$ cat src/rtl/acc_pkg.sv
package acc_pkg;

  // Source chosen for a full accumulator load
  typedef enum logic [2:0] {
    SRC_AND  = 3'd0,
    SRC_ADD  = 3'd1,
    SRC_XFER = 3'd2,
    SRC_INP  = 3'd3,
    SRC_COM  = 3'd4,
    SRC_SHR  = 3'd5,
    SRC_SHL  = 3'd6
  } accSrc_e;

  // Strobes from control to datapath; at most one of clr/ld/inc is set
  typedef struct packed {
    logic    clrAcc;
    logic    ldAcc;
    logic    incAcc;
    logic    ldLink;
    accSrc_e src;
  } accStrobe_t;

endpackage

$ cat src/rtl/acc_ripple_adder.sv
module acc_ripple_adder #(
  parameter int W = 16
) (
  input  logic [W-1:0] a,
  input  logic [W-1:0] b,
  output logic [W-1:0] sum,
  output logic         carryOut
);

  logic [W:0] carry;

  assign carry[0] = 1'b0;

  // One full-adder cell per bit position
  for (genvar i = 0; i < W; i++) begin : g_bit
    assign sum[i]     = a[i] ^ b[i] ^ carry[i];
    assign carry[i+1] = (a[i] & b[i]) | (carry[i] & (a[i] ^ b[i]));
  end

  assign carryOut = carry[W];

endmodule

$ cat src/rtl/acc_ctrl.sv
module acc_ctrl
  import acc_pkg::*;
(
  input  logic       opAnd,
  input  logic       opAdd,
  input  logic       opXfer,
  input  logic       opInp,
  input  logic       opCom,
  input  logic       opShr,
  input  logic       opShl,
  input  logic       opInc,
  input  logic       opClr,
  output accStrobe_t strobe
);

  logic anyLoad;

  assign anyLoad = opAnd | opAdd | opXfer | opInp | opCom | opShr | opShl;

  always_comb begin
    strobe        = '0;
    strobe.src    = SRC_AND;

    if (opClr) begin
      strobe.clrAcc = 1'b1;
    end else if (anyLoad) begin
      strobe.ldAcc = 1'b1;
      // Fixed ranking among load sources
      if (opAnd)       strobe.src = SRC_AND;
      else if (opAdd)  strobe.src = SRC_ADD;
      else if (opXfer) strobe.src = SRC_XFER;
      else if (opInp)  strobe.src = SRC_INP;
      else if (opCom)  strobe.src = SRC_COM;
      else if (opShr)  strobe.src = SRC_SHR;
      else             strobe.src = SRC_SHL;
    end else if (opInc) begin
      strobe.incAcc = 1'b1;
    end

    // Link moves only with add or a rotate
    strobe.ldLink = strobe.ldAcc &&
                    (strobe.src == SRC_ADD || strobe.src == SRC_SHR ||
                     strobe.src == SRC_SHL);
  end

endmodule

$ cat src/rtl/acc_datapath.sv
module acc_datapath
  import acc_pkg::*;
#(
  parameter int DATA_W = 16,
  parameter int IN_W   = 8
) (
  input  logic              clk,
  input  logic              rstN,
  input  accStrobe_t        strobe,
  input  logic [DATA_W-1:0] drIn,
  input  logic [IN_W-1:0]   inIn,
  output logic [DATA_W-1:0] accOut,
  output logic              linkOut
);

  localparam int MSB = DATA_W - 1;

  logic [DATA_W-1:0] accQ;
  logic              linkQ;
  logic [DATA_W-1:0] sumVal;
  logic              sumCarry;
  logic [DATA_W-1:0] loadVal;
  logic              linkNext;
  logic [DATA_W-1:0] incVal;

  acc_ripple_adder #(.W(DATA_W)) u_adder (
    .a        (accQ),
    .b        (drIn),
    .sum      (sumVal),
    .carryOut (sumCarry)
  );

  assign incVal = accQ + DATA_W'(1);

  always_comb begin
    loadVal  = accQ;
    linkNext = linkQ;
    unique case (strobe.src)
      SRC_AND:  loadVal = accQ & drIn;
      SRC_ADD:  begin
        loadVal  = sumVal;
        linkNext = sumCarry;
      end
      SRC_XFER: loadVal = drIn;
      SRC_INP:  loadVal = {accQ[MSB:IN_W], inIn};
      SRC_COM:  loadVal = ~accQ;
      SRC_SHR:  begin
        loadVal  = {linkQ, accQ[MSB:1]};
        linkNext = accQ[0];
      end
      SRC_SHL:  begin
        loadVal  = {accQ[MSB-1:0], linkQ};
        linkNext = accQ[MSB];
      end
      default:  loadVal = accQ;
    endcase
  end

  always_ff @(posedge clk) begin
    if (!rstN) begin
      accQ  <= '0;
      linkQ <= 1'b0;
    end else begin
      if (strobe.clrAcc)      accQ <= '0;
      else if (strobe.ldAcc)  accQ <= loadVal;
      else if (strobe.incAcc) accQ <= incVal;
      if (strobe.ldLink)      linkQ <= linkNext;
    end
  end

  assign accOut  = accQ;
  assign linkOut = linkQ;

endmodule

$ cat src/rtl/acc_logic_unit.sv
module acc_logic_unit
  import acc_pkg::*;
#(
  parameter int DATA_W = 16,
  parameter int IN_W   = 8
) (
  input  logic              clk,
  input  logic              rstN,
  input  logic              opAnd,
  input  logic              opAdd,
  input  logic              opXfer,
  input  logic              opInp,
  input  logic              opCom,
  input  logic              opShr,
  input  logic              opShl,
  input  logic              opInc,
  input  logic              opClr,
  input  logic [DATA_W-1:0] drIn,
  input  logic [IN_W-1:0]   inIn,
  output logic [DATA_W-1:0] accOut,
  output logic              linkOut
);

  accStrobe_t strobe;

  acc_ctrl u_ctrl (
    .opAnd  (opAnd),
    .opAdd  (opAdd),
    .opXfer (opXfer),
    .opInp  (opInp),
    .opCom  (opCom),
    .opShr  (opShr),
    .opShl  (opShl),
    .opInc  (opInc),
    .opClr  (opClr),
    .strobe (strobe)
  );

  acc_datapath #(.DATA_W(DATA_W), .IN_W(IN_W)) u_dp (
    .clk     (clk),
    .rstN    (rstN),
    .strobe  (strobe),
    .drIn    (drIn),
    .inIn    (inIn),
    .accOut  (accOut),
    .linkOut (linkOut)
  );

endmodule

$ cat config.mk
export PLATFORM = sky130hd
export DESIGN_NAME = acc_logic_unit
export DESIGN_NICKNAME = d
export VERILOG_FILES = /design/src/rtl/acc_pkg.sv /design/src/rtl/acc_ripple_adder.sv /design/src/rtl/acc_ctrl.sv /design/src/rtl/acc_datapath.sv /design/src/rtl/acc_logic_unit.sv
export SDC_FILE = /design/constraint.sdc
export NUM_CORES = 1
export LEC_CHECK = 0
export BUFFER_PORTS_ARGS = -buffer_cell sky130_fd_sc_hd__buf_2
export CAP_MARGIN = 20
export CORE_MARGIN = 10
export CORE_UTILIZATION = 40
export DETAILED_ROUTE_END_ITERATION = 6
export GPL_ROUTABILITY_DRIVEN = 0
export GPL_TIMING_DRIVEN = 0
export HOLD_SLACK_MARGIN = 0.05
export PLACE_DENSITY = 0.6
export SLEW_MARGIN = 0
export SYNTH_ARGS = -nofsm -noshare
export SYNTH_HDL_FRONTEND = slang
export SYNTH_HIERARCHICAL = 1
export SYNTH_SLANG_ARGS = --single-unit
$ cat constraint.sdc
create_clock -name clk -period 9.1 [get_ports clk]
set_input_delay 0.91 -clock clk [delete_from_list [all_inputs] [get_ports clk]]
set_output_delay 0.91 -clock clk [all_outputs]
set_load 0.05 [all_outputs]
==> results.sh, run 1 <==
export IMPL_fin_crit_ns=7.43
export IMPL_setup_viol=0
export IMPL_switching_share_pct=39.2
export IMPL_postSynthCellCount=339
export IMPL_start_util_pct=40.8
export IMPL_hold_end="u_dp/linkOut$_SDFFE_PN0P_"
export IMPL_async_flop_share_pct=0
export IMPL_wl_per_cell_um=20.7
export IMPL_via_per_inst=6.49
export IMPL_grt_pass1_vias=2874
export IMPL_wirelength_um=9770
export IMPL_syn_area_mm2=0.00258
export IMPL_worst_path_stages=25
export IMPL_syn_area_per_cell_um2=7.60
export IMPL_rrSetupSlack_ns=2.07
export IMPL_finalHoldViolCount=0
export IMPL_drtIter0Drc=343
export IMPL_worst_pin_slew_ns=0.820
export IMPL_nNetsFinal=447
export IMPL_crit_family="adder cells"
export IMPL_cp_data_required_time_ns=9.30
export IMPL_port_buffers=51
export IMPL_regArea_um2=340
export IMPL_crit_start="drIn[0]"
export IMPL_drv_slew=0
export IMPL_synthFlopType="dfxtp_1"
export IMPL_post_synth_num_cell_types=66
export IMPL_power_frac_seq_pct=34.0
export IMPL_chipWidth_um=100
export IMPL_slowest_delay_ns=0.42
export IMPL_coreArea_mm2=0.00631
export IMPL_drive_gt1_share_pct=25.6
export IMPL_fin_crit_sh_pct=81.6
export IMPL_critical_path_class="primary input to register"
export IMPL_syn2layout_area_growth_pct=15.4
export IMPL_fillCellCount=674
export IMPL_rsz0062_at_grt="false"
export IMPL_r2r_end="u_dp/accOut[15]$_SDFFE_PP0P_"
export IMPL_vias=3056
export IMPL_p_clk_share_pct=26.6
export IMPL_finish_utilization_pct=47.1
export IMPL_hpwl_um=7260
export IMPL_synthTopCellsByArea="dfxtp_1, fa_1, a21oi_1"
export IMPL_hold_start="u_dp/linkOut$_SDFFE_PN0P_"
export IMPL_maxCapViolCount=0
export IMPL_grt_start_max_net_pins=11
export IMPL_yosys_area_top_type="dfxtp_1"
export IMPL_place_inst=467
export IMPL_cts_sinks=17
export IMPL_drc_errors=0
export IMPL_crit_fanout=3
export IMPL_multi_input_area_mm2=0.00196
export IMPL_crit_path_end_kind="register"
export IMPL_vdd_drop_max_mv=0.0583
export IMPL_yosysSeqAreaShare_pct=13.2
export IMPL_clkTransAtPathRegs_ns=0.08
export IMPL_timing_hold_ws_ns=0.609
export IMPL_grt_pass1_wl_um=15400
export IMPL_synth_nets=391
export IMPL_ant_nets=0
export IMPL_slew_headroom_pct=45.2
export IMPL_clk_latency_ns=0.26
export IMPL_die_h_um=100
export IMPL_final_cells=471
export IMPL_whs_path_depth=2
export IMPL_power_w=0.000236
export IMPL_clock_skew_ns=0.00439
export IMPL_ys_warn_count=6
export IMPL_max_freq_mhz=135
export IMPL_cpMostUsedCell="fa_1"
export IMPL_antenna_found_initial=0
export IMPL_status="finished clean"
export IMPL_hp_class="register to register"
export IMPL_num_io_pins=52
export IMPL_reg2reg_depth=24
export IMPL_switching_power_w=0.0000923
export IMPL_cts_tree="built"
export IMPL_gr_usage_all_layers_pct=18.8
export IMPL_yosysMostFrequentCell="a21oi_1"
export IMPL_cts_buffer_depth=2
export IMPL_cts_hold_buf=0
export IMPL_clockRootBuffer="clkbuf_8"
export IMPL_drt_pass1_iter_count=5
export IMPL_ys_seq_elements=17
export IMPL_antenna_cells=0
export IMPL_die_area_mm2=0.0101
export IMPL_ys_top_cells_by_count="a21oi_1, nor2_1, o21ai_0"
export IMPL_postCtsSetupBuffers=0
export IMPL_p_int_w=0.000143
export IMPL_synth_edf_count=0
export IMPL_rows=29
export IMPL_fin_tns_setup_ns=0
export IMPL_cp_slowest_cell="fa_1"
export IMPL_critPathBufInv=5
export IMPL_critPathLaunchType="primary input"
export IMPL_grt_overflow_total=0
export IMPL_crit_reg2reg_launch="u_dp/accOut[0]$_SDFFE_PP0P_"
export IMPL_p_leak_nw=1.22
export IMPL_htreeDepth=1
export IMPL_synth_top_area_share_pct=13.2
export IMPL_numCtsBuffers=3
export IMPL_cp_arrival_ns=7.63
export IMPL_p_per_area_mw_per_mm2=79.3
export IMPL_comb_power_share_pct=39.3
export IMPL_cts_resized=0
[layer usage]
layer / part of all wire, % / up-vias / GRT usage (%)
met3: 9.0 / 32 / 3.16
met1: 42 / 1453 / 24.5
li1: - / 1382 / -
met5: 0 / - / 0
met4: 2.6 / 0 / 4.13
met2: 46 / 189 / 31.6
[worst max-delay path by stage]
stage / endpoint / slack (ns)
6_report: u_dp/accOut[15]$_SDFFE_PP0P_ / 1.67
5_1_grt: u_dp/accOut[15]$_SDFFE_PP0P_ / 1.46
4_1_cts: u_dp/accOut[15]$_SDFFE_PP0P_ / 1.66
3_5_place_dp: u_dp/accOut[15]$_SDFFE_PP0P_ / 1.37
3_3_place_gp: u_dp/accOut[15]$_SDFFE_PP0P_ / 1.40
2_1_floorplan: u_dp/accOut[15]$_SDFFE_PP0P_ / 1.98
[logic make-up (layout without fill, tap and decap cells)]
kind of cell,count (synthesis),after routing,share of synthesized area [%]
fa+ha+maj,17,17,12.6
xor+xnor,1,1,0.340
mux,7,7,2.87
flops,17,17,13.2
compound gates,137,137,36.9
buf+inv,53,108,10.5
simple gates,107,107,23.6
[power by group through the flow]
| stage | Combinational (W) | Sequential [W] | Clock (W) |
|---|---|---|---|
| finish | 0.0000927 | 0.0000802 | 0.0000628 |
| global route | 0.000101 | 0.0000808 | 0.0000681 |
| CTS | 0.0000907 | 0.0000802 | 0.0000660 |
| detailed placement | 0.0000902 | 0.0000820 | 0 |
| global placement | 0.0000899 | 0.0000819 | 0 |
| floorplan | 0.0000535 | 0.0000878 | 0 |
[cells in the final DEF (no fill, tap or decap), types with 3 or more instances in the layout]
master	synthesis	layout
buf_2	13	64
a21oi_1	30	30
nor2_1	24	24
o21ai_0	24	24
inv_1	23	23
nand2_1	19	19
dfxtp_1	17	17
nor2b_1	15	15
fa_1	15	15
nand3_1	13	13
a31oi_1	11	11
a221oi_1	9	9
nand2b_1	7	7
o211ai_1	6	6
a21o_1	6	6
o22ai_1	6	6
clkbuf_1	4	5
buf_6	5	5
a32oi_1	5	5
nor3_1	4	4
buf_4	4	4
and3_1	4	4
mux2i_1	4	4
clkbuf_8	0	3
clkbuf_2	3	3
nor4_1	3	3
a2bb2oi_1	3	3
mux2_2	3	3
a22oi_1	3	3
o21a_1	3	3
a22o_1	3	3
a211oi_1	3	3
[stage by stage]
stage          setup slack (ns)  instance area (µm²)
3_3_place_gp               1.40                 2930
2_1_floorplan              1.98                 2580
3_5_place_dp               1.37                 2930
5_1_grt                    1.46                 2970
4_1_cts                    1.66                 2970
6_report                   1.67                 2970
[flip-flops by register name, indices dropped and copies added (netlist names)]
| name | cells |
|---|---|
| u_dp/linkOut | 1 |
| u_dp/accOut | 16 |
[worst register-to-register path, delay by kind of cell, from the launching register on]
family	cells	cell delay [ns]
AND/OR/NAND/NOR	1	0.10
adder cells (fa/ha/maj)	16	5.92
flip-flops	1	0.35
buffers and inverters	4	0.28
AO/OA/AOI/OAI	3	0.33
[final cells by class]
class	count	share of cell area (%)
multi-input combinational	269	66.1
buffer	29	6.10
inverter	24	3.03
timing repair buffer	51	8.59
sequential	17	11.4
clock buffer	4	1.52
tap	77	3.24
No activity file was read; power rests on OpenSTA's default activity.
==> run 2: changes to the inputs <==
Settings changed: ABC_AREA from default to 1, PLACE_DENSITY 0.6 to 0.62.
Clock period 9.1 ns to 6.7 ns, I/O delays scaled along.
==> results.sh, run 2 <==
export IMPL_cp_slowest_cell="fa_1"
export IMPL_grt_start_max_net_pins=11
export IMPL_wirelength_um=9820
export IMPL_start_util_pct=41.5
export IMPL_cts_hold_buf=0
export IMPL_ys_seq_elements=17
export IMPL_htreeDepth=1
export IMPL_maxCapViolCount=0
export IMPL_slew_headroom_pct=57.4
export IMPL_synthTopCellsByArea="nand2_1, dfxtp_1, fa_1"
export IMPL_port_buffers=51
export IMPL_cts_sinks=17
export IMPL_num_io_pins=52
export IMPL_rsz0062_at_grt="true"
export IMPL_vias=3370
export IMPL_crit_fanout=3
export IMPL_die_h_um=104
export IMPL_synth_nets=550
export IMPL_hp_class="register to register"
export IMPL_rrSetupSlack_ns=0.38
export IMPL_layout_common_cells="nand2_1, inv_1, buf_2, nor2_1, nand3_1"
export IMPL_final_cells=650
export IMPL_r2r_end="u_dp/accOut[15]$_SDFFE_PP0P_"
export IMPL_p_leak_nw=1.64
export IMPL_syn_area_mm2=0.00284
export IMPL_cts_tree="built"
export IMPL_rows=30
export IMPL_synthFlopType="dfxtp_1"
export IMPL_clock_skew_ns=0.00408
export IMPL_vdd_drop_max_mv=0.115
export IMPL_crit_reg2reg_launch="u_dp/accOut[0]$_SDFFE_PP0P_"
export IMPL_grt_pass1_vias=3241
export IMPL_post_synth_num_cell_types=40
export IMPL_worst_pin_slew_ns=0.636
export IMPL_crit_path_end_kind="register"
export IMPL_die_area_mm2=0.0109
export IMPL_synth_top_area_share_pct=23.7
export IMPL_p_per_area_mw_per_mm2=99.0
export IMPL_yosysMostFrequentCell="nand2_1"
export IMPL_drc_errors=0
export IMPL_ys_top_cells_by_count="nand2_1, inv_1, nor2_1"
export IMPL_nNetsFinal=607
export IMPL_reg2reg_depth=26
export IMPL_async_flop_share_pct=0
export IMPL_fin_area_mm2=0.00330
export IMPL_coreArea_mm2=0.00683
export IMPL_setup_viol=0
export IMPL_clockRootBuffer="clkbuf_8"
export IMPL_cp_data_required_time_ns=6.91
export IMPL_cpMostUsedCell="fa_2"
export IMPL_hold_end="u_dp/linkOut$_SDFFE_PN0P_"
export IMPL_syn_area_per_cell_um2=5.70
export IMPL_hold_start="u_dp/linkOut$_SDFFE_PN0P_"
export IMPL_drt_pass1_iter_count=7
export IMPL_slowest_delay_ns=0.40
export IMPL_final_common_cell="nand2_1"
export IMPL_syn2layout_area_growth_pct=16.2
export IMPL_antenna_found_initial=0
export IMPL_numCtsBuffers=3
export IMPL_clk_latency_ns=0.27
export IMPL_clkTransAtPathRegs_ns=0.08
export IMPL_finish_utilization_pct=48.3
export IMPL_finalHoldViolCount=0
export IMPL_fin_crit_sh_pct=96.6
export IMPL_place_inst=646
export IMPL_postSynthCellCount=498
export IMPL_antenna_cells=0
export IMPL_synth_edf_count=0
export IMPL_ys_warn_count=6
export IMPL_status="finished clean"
export IMPL_cp_arrival_ns=6.68
export IMPL_drtIter0Drc=254
export IMPL_critPathLaunchType="primary input"
export IMPL_hpwl_um=7560
export IMPL_chipWidth_um=104
export IMPL_dpl_instance_area_mm2=0.00323
export IMPL_wl_per_cell_um=15.1
export IMPL_yosys_area_top_type="nand2_1"
export IMPL_ant_nets=0
export IMPL_critical_path_class="primary input to register"
export IMPL_grt_pass1_wl_um=16200
export IMPL_gr_usage_all_layers_pct=17.7
export IMPL_largest_register_ff_count=16
export IMPL_fin_crit_ns=6.47
export IMPL_via_per_inst=5.18
export IMPL_grt_overflow_total=0
export IMPL_drv_slew=0
export IMPL_max_freq_mhz=154
export IMPL_yosysSeqAreaShare_pct=12.0
export IMPL_drive_gt1_share_pct=20.8
export IMPL_whs_path_depth=2
export IMPL_cts_buffer_depth=2
[run 2: changes by cell type after synthesis, moves of 15 or more]
cell,change
nor2b_1,-15
inv_1,+36
nand2_1,+160
nand3_1,+17
nand4_1,+23
nor2_1,+30
[run 2: per-stage QoR]
stage | TNS (ns) | hold slack (ns) | setup slack [ns] | total power, W
global route | -0.0266 | 0.612 | -0.0266 | 0.000351
CTS | 0 | 0.584 | 0.0196 | 0.000329
floorplan | 0 | 0.756 | 0.0229 | 0.000198
detailed placement | -0.904 | 0.572 | -0.494 | 0.000240
global placement | -0.845 | 0.564 | -0.468 | 0.000239
finish | 0 | 0.577 | 0.227 | 0.000327
[run 2: layout make-up]
class,count,area (µm²)
plain buffers,21,140
multi-input cells,392,2130
flip-flops and latches,17,340
clock buffers,4,45.0
fillers,806,3530
inverters,68,260
well taps,96,120
repair buffers,52,263
[run 2: repair_timing]
action | in CTS | in global routing
endpoints found under the setup margin | 1 | 1
gates resized for setup | 5 | 6
buffers inserted | 0 | 0
pin swaps | 1 | 1
hold endpoints to repair | 0 | 0
[run 2: critical path: cells and delay by family]
family                   cells  cell delay [ns]
AND/OR/NAND/NOR              4             0.24
buffers and inverters        5             0.34
adder cells (fa/ha/maj)     16             5.28
AO/OA/AOI/OAI                2             0.14
[run 2: cells by family after synthesis]
group	share of synthesized area, %
xor+xnor	0.309
fa+ha+maj	11.5
buf+inv	14.1
compound gates	10.5
simple gates	51.3
flops	12.0
mux	0.353
[run 2: worst max path at each step]
stage / end / slack [ns] / startpoint / cells past startpoint
finish: u_dp/accOut[15]$_SDFFE_PP0P_ / 0.23 / drIn[0] / 27
global route: u_dp/accOut[15]$_SDFFE_PP0P_ / -0.03 / drIn[0] / 27
CTS: u_dp/accOut[15]$_SDFFE_PP0P_ / 0.02 / drIn[0] / 27
detailed placement: u_dp/accOut[15]$_SDFFE_PP0P_ / -0.49 / drIn[0] / 27
global placement: u_dp/accOut[15]$_SDFFE_PP0P_ / -0.47 / drIn[0] / 27
floorplan: u_dp/accOut[15]$_SDFFE_PP0P_ / 0.02 / drIn[0] / 26
[run 2: power breakdown]
part,total (W),internal (W),switching [W]
registers,0.000111,0.000104,0.00000651
clock network,0.0000859,0.0000425,0.0000435
logic,0.000130,0.0000441,0.0000857
[run 2: metal layers]
layer  vias up  wire, µm  GRT usage, %
met2       154      4540          29.1
met4         0       108          3.28
met3        12       784          2.66
met5         -         0             0
li1       1693         -             -
met1      1511      4380          23.8
